[src/rtl/dbd_pkg.sv]
package dbd_pkg;

   typedef enum logic [1:0] {
      KIND_UIC  = 2'd0,
      KIND_TASK = 2'd1,
      KIND_XFER = 2'd2
   } dbd_kind_e;

   localparam int IRQ_UIC  = 0;
   localparam int IRQ_TASK = 1;
   localparam int IRQ_XFER = 2;

endpackage

[src/rtl/dbd_lsb_pick.sv]
module dbd_lsb_pick #(
   parameter int N  = 32,
   parameter int IW = (N > 1) ? $clog2(N) : 1
) (
   input  logic [N-1:0]  vec,
   output logic          found,
   output logic [IW-1:0] idx
);

   always_comb begin
      idx = '0;
      for (int i = N - 1; i >= 0; i--) begin
         if (vec[i]) idx = IW'(i);
      end
   end

   assign found = |vec;

endmodule

[src/rtl/dbd_slot_ctl.sv]
module dbd_slot_ctl #(
   parameter int N           = 32,
   parameter bit TRACK_CLEAR = 1'b0,
   parameter int IW          = (N > 1) ? $clog2(N) : 1
) (
   input  logic          clk,
   input  logic          rst_n,
   input  logic [N-1:0]  ring,
   input  logic [N-1:0]  done,
   input  logic          take,
   input  logic [IW-1:0] take_idx,
   output logic [N-1:0]  db,
   output logic [N-1:0]  trk,
   output logic [N-1:0]  fresh,
   output logic          done_hit
);

   logic [N-1:0] done_eff;
   logic [N-1:0] take_bit;
   logic [N-1:0] trk_n;
   logic [N-1:0] db_n;

   assign done_eff = done & trk;
   assign take_bit = take ? (N'(1) << take_idx) : '0;
   assign trk_n    = (trk | take_bit) & ~done_eff;
   assign fresh    = db ^ trk;
   assign done_hit = |done_eff;

   generate
      if (TRACK_CLEAR) begin : g_keep_tracked
         // completion keeps only the slots still tracked
         assign db_n = (done_hit ? (db & trk_n) : db) | ring;
      end else begin : g_clear_slot
         assign db_n = (db & ~done_eff) | ring;
      end
   endgenerate

   always_ff @(posedge clk) begin
      if (!rst_n) begin
         db  <= '0;
         trk <= '0;
      end else begin
         db  <= db_n;
         trk <= trk_n;
      end
   end

endmodule

[src/rtl/doorbell_dispatcher.sv]
module doorbell_dispatcher
   import dbd_pkg::*;
#(
   parameter int TASK_SLOTS  = 8,
   parameter int XFER_SLOTS  = 32,
   parameter int TASK_ENTRY  = 80,
   parameter int XFER_ENTRY  = 32,
   parameter int CMD_W       = 8,
   localparam int TIW        = (TASK_SLOTS > 1) ? $clog2(TASK_SLOTS) : 1,
   localparam int SW         = (XFER_SLOTS > 1) ? $clog2(XFER_SLOTS) : 1
) (
   input  logic                  clk,
   input  logic                  rst_n,
   input  logic                  cmd_we,
   input  logic [CMD_W-1:0]      cmd_wdata,
   input  logic [TASK_SLOTS-1:0] task_ring,
   input  logic [XFER_SLOTS-1:0] xfer_ring,
   input  logic [31:0]           task_base_lo,
   input  logic [31:0]           task_base_hi,
   input  logic [31:0]           xfer_base_lo,
   input  logic [31:0]           xfer_base_hi,
   input  logic [TASK_SLOTS-1:0] task_done,
   input  logic [XFER_SLOTS-1:0] xfer_done,
   input  logic [2:0]            irq_clr,
   input  logic                  iss_ready,
   output logic                  iss_valid,
   output logic [1:0]            iss_kind,
   output logic [SW-1:0]         iss_slot,
   output logic [63:0]           iss_addr,
   output logic [CMD_W-1:0]      uic_cmd,
   output logic [TASK_SLOTS-1:0] task_db,
   output logic [XFER_SLOTS-1:0] xfer_db,
   output logic [2:0]            irq_stat
);

   generate
      if (XFER_SLOTS < 1 || XFER_SLOTS > 32) begin : g_bad_xfer
         $error("XFER_SLOTS must lie in 1..32");
      end
      if (TASK_SLOTS < 1 || TASK_SLOTS > XFER_SLOTS) begin : g_bad_task
         $error("TASK_SLOTS must lie in 1..XFER_SLOTS");
      end
      if (TASK_ENTRY < 1 || XFER_ENTRY < 1) begin : g_bad_entry
         $error("entry sizes must be positive");
      end
      if (CMD_W < 1 || CMD_W > 32) begin : g_bad_cmd
         $error("CMD_W must lie in 1..32");
      end
   endgenerate

   logic [TASK_SLOTS-1:0] t_fresh, t_trk;
   logic [XFER_SLOTS-1:0] x_fresh, x_trk;
   logic                  t_found, x_found, t_hit, x_hit;
   logic [TIW-1:0]        t_idx;
   logic [SW-1:0]         x_idx;

   logic [CMD_W-1:0]      cmd_q;
   logic [2:0]            irq_q;
   logic                  valid_q;
   dbd_kind_e             kind_q;
   logic [SW-1:0]         slot_q;
   logic [63:0]           addr_q;

   logic pend_uic, load, take_task, take_xfer, accept, uic_acc;
   logic [63:0] t_addr, x_addr;

   assign pend_uic  = |cmd_q;
   assign load      = !valid_q && (pend_uic || t_found || x_found);
   assign take_task = load && !pend_uic && t_found;
   assign take_xfer = load && !pend_uic && !t_found && x_found;
   assign accept    = valid_q && iss_ready;
   assign uic_acc   = accept && (kind_q == KIND_UIC);

   dbd_slot_ctl #(.N(TASK_SLOTS), .TRACK_CLEAR(1'b0)) u_task (
      .clk(clk), .rst_n(rst_n), .ring(task_ring), .done(task_done),
      .take(take_task), .take_idx(t_idx), .db(task_db), .trk(t_trk),
      .fresh(t_fresh), .done_hit(t_hit)
   );

   dbd_slot_ctl #(.N(XFER_SLOTS), .TRACK_CLEAR(1'b1)) u_xfer (
      .clk(clk), .rst_n(rst_n), .ring(xfer_ring), .done(xfer_done),
      .take(take_xfer), .take_idx(x_idx), .db(xfer_db), .trk(x_trk),
      .fresh(x_fresh), .done_hit(x_hit)
   );

   dbd_lsb_pick #(.N(TASK_SLOTS), .IW(TIW)) u_tpick (
      .vec(t_fresh), .found(t_found), .idx(t_idx)
   );

   dbd_lsb_pick #(.N(XFER_SLOTS), .IW(SW)) u_xpick (
      .vec(x_fresh), .found(x_found), .idx(x_idx)
   );

   assign t_addr = {task_base_hi, task_base_lo} + 64'(t_idx) * 64'(TASK_ENTRY);
   assign x_addr = {xfer_base_hi, xfer_base_lo} + 64'(x_idx) * 64'(XFER_ENTRY);

   always_ff @(posedge clk) begin
      if (!rst_n) begin
         cmd_q   <= '0;
         irq_q   <= '0;
         valid_q <= 1'b0;
         kind_q  <= KIND_UIC;
         slot_q  <= '0;
         addr_q  <= '0;
      end else begin
         if (cmd_we)       cmd_q <= cmd_wdata;
         else if (uic_acc) cmd_q <= '0;

         irq_q <= (irq_q & ~irq_clr) | {x_hit, t_hit, uic_acc};

         if (accept) begin
            valid_q <= 1'b0;
         end else if (load) begin
            valid_q <= 1'b1;
            if (pend_uic) begin
               kind_q <= KIND_UIC;
               slot_q <= '0;
               addr_q <= '0;
            end else if (t_found) begin
               kind_q <= KIND_TASK;
               slot_q <= SW'(t_idx);
               addr_q <= t_addr;
            end else begin
               kind_q <= KIND_XFER;
               slot_q <= x_idx;
               addr_q <= x_addr;
            end
         end
      end
   end

   assign iss_valid = valid_q;
   assign iss_kind  = kind_q;
   assign iss_slot  = slot_q;
   assign iss_addr  = addr_q;
   assign uic_cmd   = cmd_q;
   assign irq_stat  = irq_q;

endmodule

[config.mk]
export PLATFORM = sky130hd
export DESIGN_NAME = doorbell_dispatcher
export DESIGN_NICKNAME = d
export VERILOG_FILES = /design/src/rtl/dbd_pkg.sv /design/src/rtl/dbd_lsb_pick.sv /design/src/rtl/dbd_slot_ctl.sv /design/src/rtl/doorbell_dispatcher.sv
export SDC_FILE = /design/constraint.sdc
export NUM_CORES = 1
export LEC_CHECK = 0
export CORE_MARGIN = 3
export CORE_UTILIZATION = 34
export CTS_BUF_LIST = sky130_fd_sc_hd__clkbuf_16
export CTS_CLUSTER_SIZE = 28
export DETAILED_ROUTE_END_ITERATION = 8
export PLACE_DENSITY = 0.66
export SETUP_SLACK_MARGIN = 0.02
export SLEW_MARGIN = 20
export SYNTH_ARGS = -nofsm -noshare
export SYNTH_HDL_FRONTEND = slang
export SYNTH_HIERARCHICAL = 1
export SYNTH_SLANG_ARGS = --single-unit
[constraint.sdc]
create_clock -name clk -period 5.3 [get_ports clk]
set_clock_uncertainty 0.15 [all_clocks]
set_input_delay 1.06 -clock clk [delete_from_list [all_inputs] [get_ports clk]]
set_output_delay 1.06 -clock clk [all_outputs]
set_load 0.01 [all_outputs]
== Word-level counts from Yosys, hierarchy flattened ==
Cells that the tools add are included.

* Register bits after elaboration: 163
* Bits of input ports: 223
* Output and inout port bits: 123

* Add/subtract/negate cells: 2
* Multiply operators: 1
* Shift operators: 2
* Mux-type cells: 51
* Bitwise gates (word level): 19
* Reduce and logical (&&, ||, !) cells: 21

{| class="wikitable"
|+ Operator list
! cell !! count
|-
| $mux 5 || 34
|-
| $add 64x10->64 || 2
|-
| $mux 64 || 2
|-
| $and 32x32->32 || 3
|-
| $mux 32 || 2
|-
| $or 32x32->32 || 2
|-
| $reduce_or 32->1 || 2
|-
| $not 32->32 || 1
|-
| $shl 1x5->32 const A || 1
|-
| $xor 32x32->32 || 1
|-
| $and 8x8->8 || 3
|-
| $mux 3 || 8
|-
| $mux 8 || 3
|-
| $reduce_or 8->1 || 3
|-
| $or 8x8->8 || 2
|-
| $not 8->8 || 1
|-
| $shl 1x3->8 const A || 1
|-
| $xor 8x8->8 || 1
|-
| $logic_and 1x1->1 || 7
|-
| $mul 3x3->6 const B || 1
|-
| $mux 2 || 2
|-
| $and 3x3->3 || 1
|-
| $logic_not 1->1 || 3
|-
| $not 3->3 || 1
|-
| 7 further kinds || 9
|}

== Depth between registers and ports, before layout ==
* Depth after elaboration: 40
* Depth in mapped cells: 16
* Gate-level depth less buffers: 16

== Hierarchy ==
Netlist, hierarchy kept.

{| class="wikitable"
|+ Modules (own cells, without submodules)
! module !! times used !! cells each !! area an instance (um^2)
|-
| doorbell_dispatcher || 1 || 878 || 6,444.9
|-
| dbd_slot_ctl at u_xfer || 1 || 364 || 3,362.0
|-
| dbd_slot_ctl at u_task || 1 || 78 || 686.9
|-
| dbd_lsb_pick at u_xpick || 1 || 65 || 385.4
|-
| dbd_lsb_pick at u_tpick || 1 || 13 || 81.3
|}

== Worst setup path after synthesis ==
Ideal clock, no wire load.

* Path kind: register to register
* Start: register u_xfer.db[31]
* End: register addr_q[29] (netlist: iss_addr[29])
* Library setup time: 0.091 ns
* Arrival time: 4.197 ns
* Path slack: 0.862 ns
* Stages on the path, launching flop included: 17
* Buffers on the path: 0
* Clock period less this slack: 4.438 ns
* Cells stage by stage: dfxtp_1 > xor2_1 > nor3b_1 > nor3_1 > o31ai_1 > o2111ai_1 > a221oi_1 > ha_1 > inv_1 > fa_1 > and2b_1 > o2111ai_4 > a2111oi_4 > nand2_1 > or4_1 > and4_1 > a311oi_1

* Longest elaborated chain between the ends: 36
* Elaborated cells on any way between the ends: 40
* Classes of those cells: 1 x add/sub; 34 x mux; 1 x bitwise; 4 x reduce/logical

{| class="wikitable"
|+ RTL lines
! what !! RTL line !! text
|-
| from (decl) || dbd_slot_ctl.sv:12 || <nowiki>output logic [N-1:0] db,</nowiki>
|-
| from (signal assigned) || dbd_slot_ctl.sv:43 || <nowiki>db <= db_n;</nowiki>
|-
| $xor 32x32->32 || dbd_slot_ctl.sv:26 || <nowiki>assign fresh = db ^ trk;</nowiki>
|-
| net x_fresh[31] || doorbell_dispatcher.sv:52 || <nowiki>logic [XFER_SLOTS-1:0] x_fresh, x_trk;</nowiki>
|-
| $mux 5 (32 in series) || dbd_lsb_pick.sv:13 || <nowiki>if (vec[i]) idx = IW'(i);</nowiki>
|-
| net x_idx[0] || doorbell_dispatcher.sv:55 || <nowiki>logic [SW-1:0] x_idx;</nowiki>
|-
| $add 64x10->64 || doorbell_dispatcher.sv:95 || <nowiki>assign x_addr = {xfer_base_hi, xfer_base_lo} + 64'(x_idx) * 64'(XFER_ENTRY);</nowiki>
|-
| $mux 64 || doorbell_dispatcher.sv:119 || <nowiki>end else if (t_found) begin</nowiki>
|-
| $mux 64 || doorbell_dispatcher.sv:115 || <nowiki>if (pend_uic) begin</nowiki>
|-
| to (signal assigned) || doorbell_dispatcher.sv:122 || <nowiki>addr_q <= t_addr;</nowiki>
|-
| to (signal assigned) || doorbell_dispatcher.sv:126 || <nowiki>addr_q <= x_addr;</nowiki>
|-
| to (decl) || doorbell_dispatcher.sv:62 || <nowiki>logic [63:0] addr_q;</nowiki>
|}

The timed path passes the listed nets, and every way through them passes these cells.
A chain may end at the register's enable or synchronous reset.

== Worst setup path after layout ==
* Start: register u_xfer.trk[31]
* End: register addr_q[63] (netlist: iss_addr[63])

* Longest elaborated chain between the ends: 36
* Elaborated cells on any way between the ends: 40
* Classes of those cells: 1 x add/sub; 34 x mux; 1 x bitwise; 4 x reduce/logical

{| class="wikitable"
|+ RTL lines
! what !! RTL line !! text
|-
| from (decl) || dbd_slot_ctl.sv:13 || <nowiki>output logic [N-1:0] trk,</nowiki>
|-
| from (signal assigned) || dbd_slot_ctl.sv:44 || <nowiki>trk <= trk_n;</nowiki>
|-
| $xor 32x32->32 || dbd_slot_ctl.sv:26 ||
|-
| net x_fresh[31] || doorbell_dispatcher.sv:52 ||
|-
| $mux 5 (32 in series) || dbd_lsb_pick.sv:13 ||
|-
| net x_idx[0] || doorbell_dispatcher.sv:55 ||
|-
| $add 64x10->64 || doorbell_dispatcher.sv:95 ||
|-
| $mux 64 || doorbell_dispatcher.sv:119 ||
|-
| $mux 64 || doorbell_dispatcher.sv:115 ||
|}

The timed path passes the listed nets, and every way through them passes these cells.

==> run metrics <==
grt ovf 0; status finished, final reports clean; htree depth 4; Synth Cell Area 11000 µm²; Post-CTS Hold Fix Bufs 0; Area growth syn-to-layout 40.9%; TritonCTS buffer count 17; Slowest-stage cell, CP a2111oi_4; WHS Path Cells 2; Core Region between 30000 and 40000 µm²; nets 1965; Sw Ratio 31.4%; Setup crit start kind flip-flop; fmax between 0.2 and 0.25 GHz; Num Clock Sinks between 150 and 200; port bufs between 300 and 400; gpl congestion ~0.96; final WL approximately 46000 µm; Setup TNS 0 ps; die area 34400 µm²; synthesis-stage register bit count 163; r2r setup slk approximately 540 ps; max_slew headroom between 20% and 30%; slowest cell delay on critical path a little under 800 ps; sequential area share after synthesis 29.8%; IO Pins between 300 and 400; Final Hold Vio Count 0; Hold Startpoint iss_addr[26]; cell count after synthesis approximately 1400; clk_lat worst skew ~440 ps; FF-to-FF path depth 16; final worst path period need 4760 ps; Mapped Nets 1638; Flop pwr share 36.9%; WP data arrival a little under 5000 ps; Final Max Slew Viols 0; P_sw between 0.001 and 0.0015 W; first-pass GRT wire length about 68000 µm; deepest clock path buffer count 2; vias per inst about 5.6; most frequent cells in the layout clkdlybuf4s50_1 (344), dfxtp_1 (163), nand2_1 (142), a21oi_1 (116), nor2_1 (114); worst reg2reg startpoint u_xfer/trk[31]; hold-critical path endpoint iss_addr[26]; antenna viol nets, final 0; Clk network pwr share a little over a third; Leakage approximately 5.5 nW; setup bufs post-CTS 0; Crit. End Element flip-flop; largest net degree at the start of global routing 82; WL per Instance between 20 and 25 µm; ys flop type dfxtp_1; DRT Pass-1 Iters 7; peak supply drop 0.000232 V; # DRC 0; worst path cell trace xor2_1 > nor3b_1 > nor3_1 > o31ai_1 > o2111ai_1 > a221oi_2 > ha_1 > inv_1 > fa_1 > and2b_1 > o2111ai_4 > a2111oi_4 > nand2_2 > o311a_1 > a211oi_1 > a21oi_1; clock transition at the registers of the reported paths ~70 ps; Pwr per Cell Area about 240 nW/µm²; synth unique cells slightly below 80; YS warnings 6; DP HPWL 35800 µm; Crit path required time around 5500 ps; most common cell after layout, fill and taps aside clkdlybuf4s50_1; critical path class reg -> reg; Final Instance Area between 15000 and 20000 µm²; RSZ-0062 raised after global routing false; final setup vio count 0; Clock Root Buffer clkbuf_16; Worst Path Max Fanout 8; Post-synth EDFFs 0; fillers slightly above 3000; Tcrit/Tclk final between 80% and 90%; FF-to-FF End iss_addr[63]; post-CTS sizing 0; initial antenna violation count 2; share of cells above drive strength 1 6.21%; number of global-route vias before repair 11400; max_cap viols 0; Async S/R FF share, synth 0%; Cell Rows 65; total track usage around 26%; Pint approximately 0.0025 W; 1st-iter DRT viols ~1300; Hold Crit Class reg -> reg; cell area after placement around 15000 µm²; Vias around 12000; Starting Density approximately 35%; Post-Syn Area per Cell ~7.8 µm²; worst slew pin tran 1160 ps; Logic pwr share a little over a quarter; DIE HEIGHT roughly 190 µm; Die W ~190 µm; CTS tree built
-- layer usage --
layer,vias to the layer above,track usage [%],wire length [µm]
met5,-,0,13
met4,2,8.19,1250
met3,67,5.77,4110
met2,591,41.4,21000
met1,5661,34.4,19700
li1,5706,-,-
-- cell families (layout without fill, tap and decap cells) --
kind of cell               after synthesis  in the layout  synth area share, %
AOI/OAI and AO/OA                      350            350                 23.3
xor gates and xnor gates               139            139                 11.1
adders and majority gates               17             17                 2.08
buffers and inverters                  134            474                 5.21
DFF                                    163            163                 29.8
muxes                                    8              8                0.753
other                                    0              1                    0
and+or+nand+nor                        587            587                 27.8
-- cells in the mapped netlist, types with 7 or more instances --
master	instances	area [µm²]
a21o_1	7	52.6
a21oi_1	116	581
a221oi_1	8	70.1
a22oi_1	21	158
a311oi_1	11	96.3
a31oi_1	28	175
a31oi_4	17	362
and2_1	19	119
and3_1	20	125
and4_1	7	61.3
clkbuf_1	50	188
dfxtp_1	163	3260
ha_1	15	188
inv_1	69	259
nand2_1	142	533
nand2b_1	29	181
nand3_1	67	335
nand4_1	40	250
nor2_1	114	428
nor2b_1	24	150
nor3_1	43	215
nor4_1	24	150
o211ai_1	8	60.1
o21a_1	7	52.6
o21ai_0	55	275
o31ai_1	17	128
o41ai_1	7	61.3
or3_1	7	43.8
or4_1	9	67.6
xnor2_1	56	490
xor2_1	83	727
-- layout make-up --
cell class / count / area, µm² / area share [%]
inverter: 70 / 263 / 1.70
clock inverter: 15 / 179 / 1.16
tap: 402 / 503 / 3.26
timing repair buffer: 372 / 3650 / 23.6
clock buffer: 17 / 425 / 2.76
sequential: 163 / 3260 / 21.1
antenna: 1 / 2.50 / 0.0162
multi-input combinational: 1101 / 7150 / 46.3
-- power groups by stage --
stage	Sequential [W]	Clock [W]	Combinational [W]
global route	0.00135	0.00138	0.00105
global placement	0.00137	0	0.000960
finish	0.00134	0.00132	0.000976
detailed placement	0.00137	0	0.000963
CTS	0.00134	0.00134	0.000969
floorplan	0.00138	0	0.000423
-- worst max-delay path: cells and delay by family (launching register included) --
kind	cells	cell delay, ps
buffers and inverters	1	60
XOR/XNOR	1	240
adder cells (fa/ha/maj)	2	640
AND/OR/NAND/NOR	4	750
flip-flops	1	410
AO/OA/AOI/OAI	8	2380
-- how the worst max path moves through the flow --
stage | start | end | slack [ps]
after floorplan | u_xfer/db[31] | iss_addr[29] | 860
after global placement | u_xfer/trk[29] | iss_addr[29] | 790
after detailed placement | u_xfer/trk[31] | iss_addr[29] | 630
after CTS | u_xfer/trk[31] | iss_addr[63] | 590
after global routing | u_xfer/trk[29] | iss_addr[29] | 170
final | u_xfer/trk[31] | iss_addr[63] | 540
-- state kept, by name (all words and copies together), names as in the netlist --
signal and count:
u_xfer/trk 32, uic_cmd 8, irq_stat 3, iss_valid 1, u_task/trk 8, iss_addr 64
iss_slot 5, u_xfer/db 32, iss_kind 2, u_task/db 8
-- stage by stage --
step / instances / hold WS, ps / utilization, % / setup WS (ps) / power, W
after global routing: 2141 / 322 / 48.8 / 167 / 0.00378
after global placement: 2108 / 289 / 46.9 / 795 / 0.00233
final: 2141 / 302 / 48.8 / 544 / 0.00364
after detailed placement: 2108 / 295 / 46.9 / 626 / 0.00233
after CTS: 2140 / 303 / 48.8 / 586 / 0.00365
after floorplan: 1398 / 326 / - / 862 / 0.00181
No activity file was read; power rests on OpenSTA's default activity.
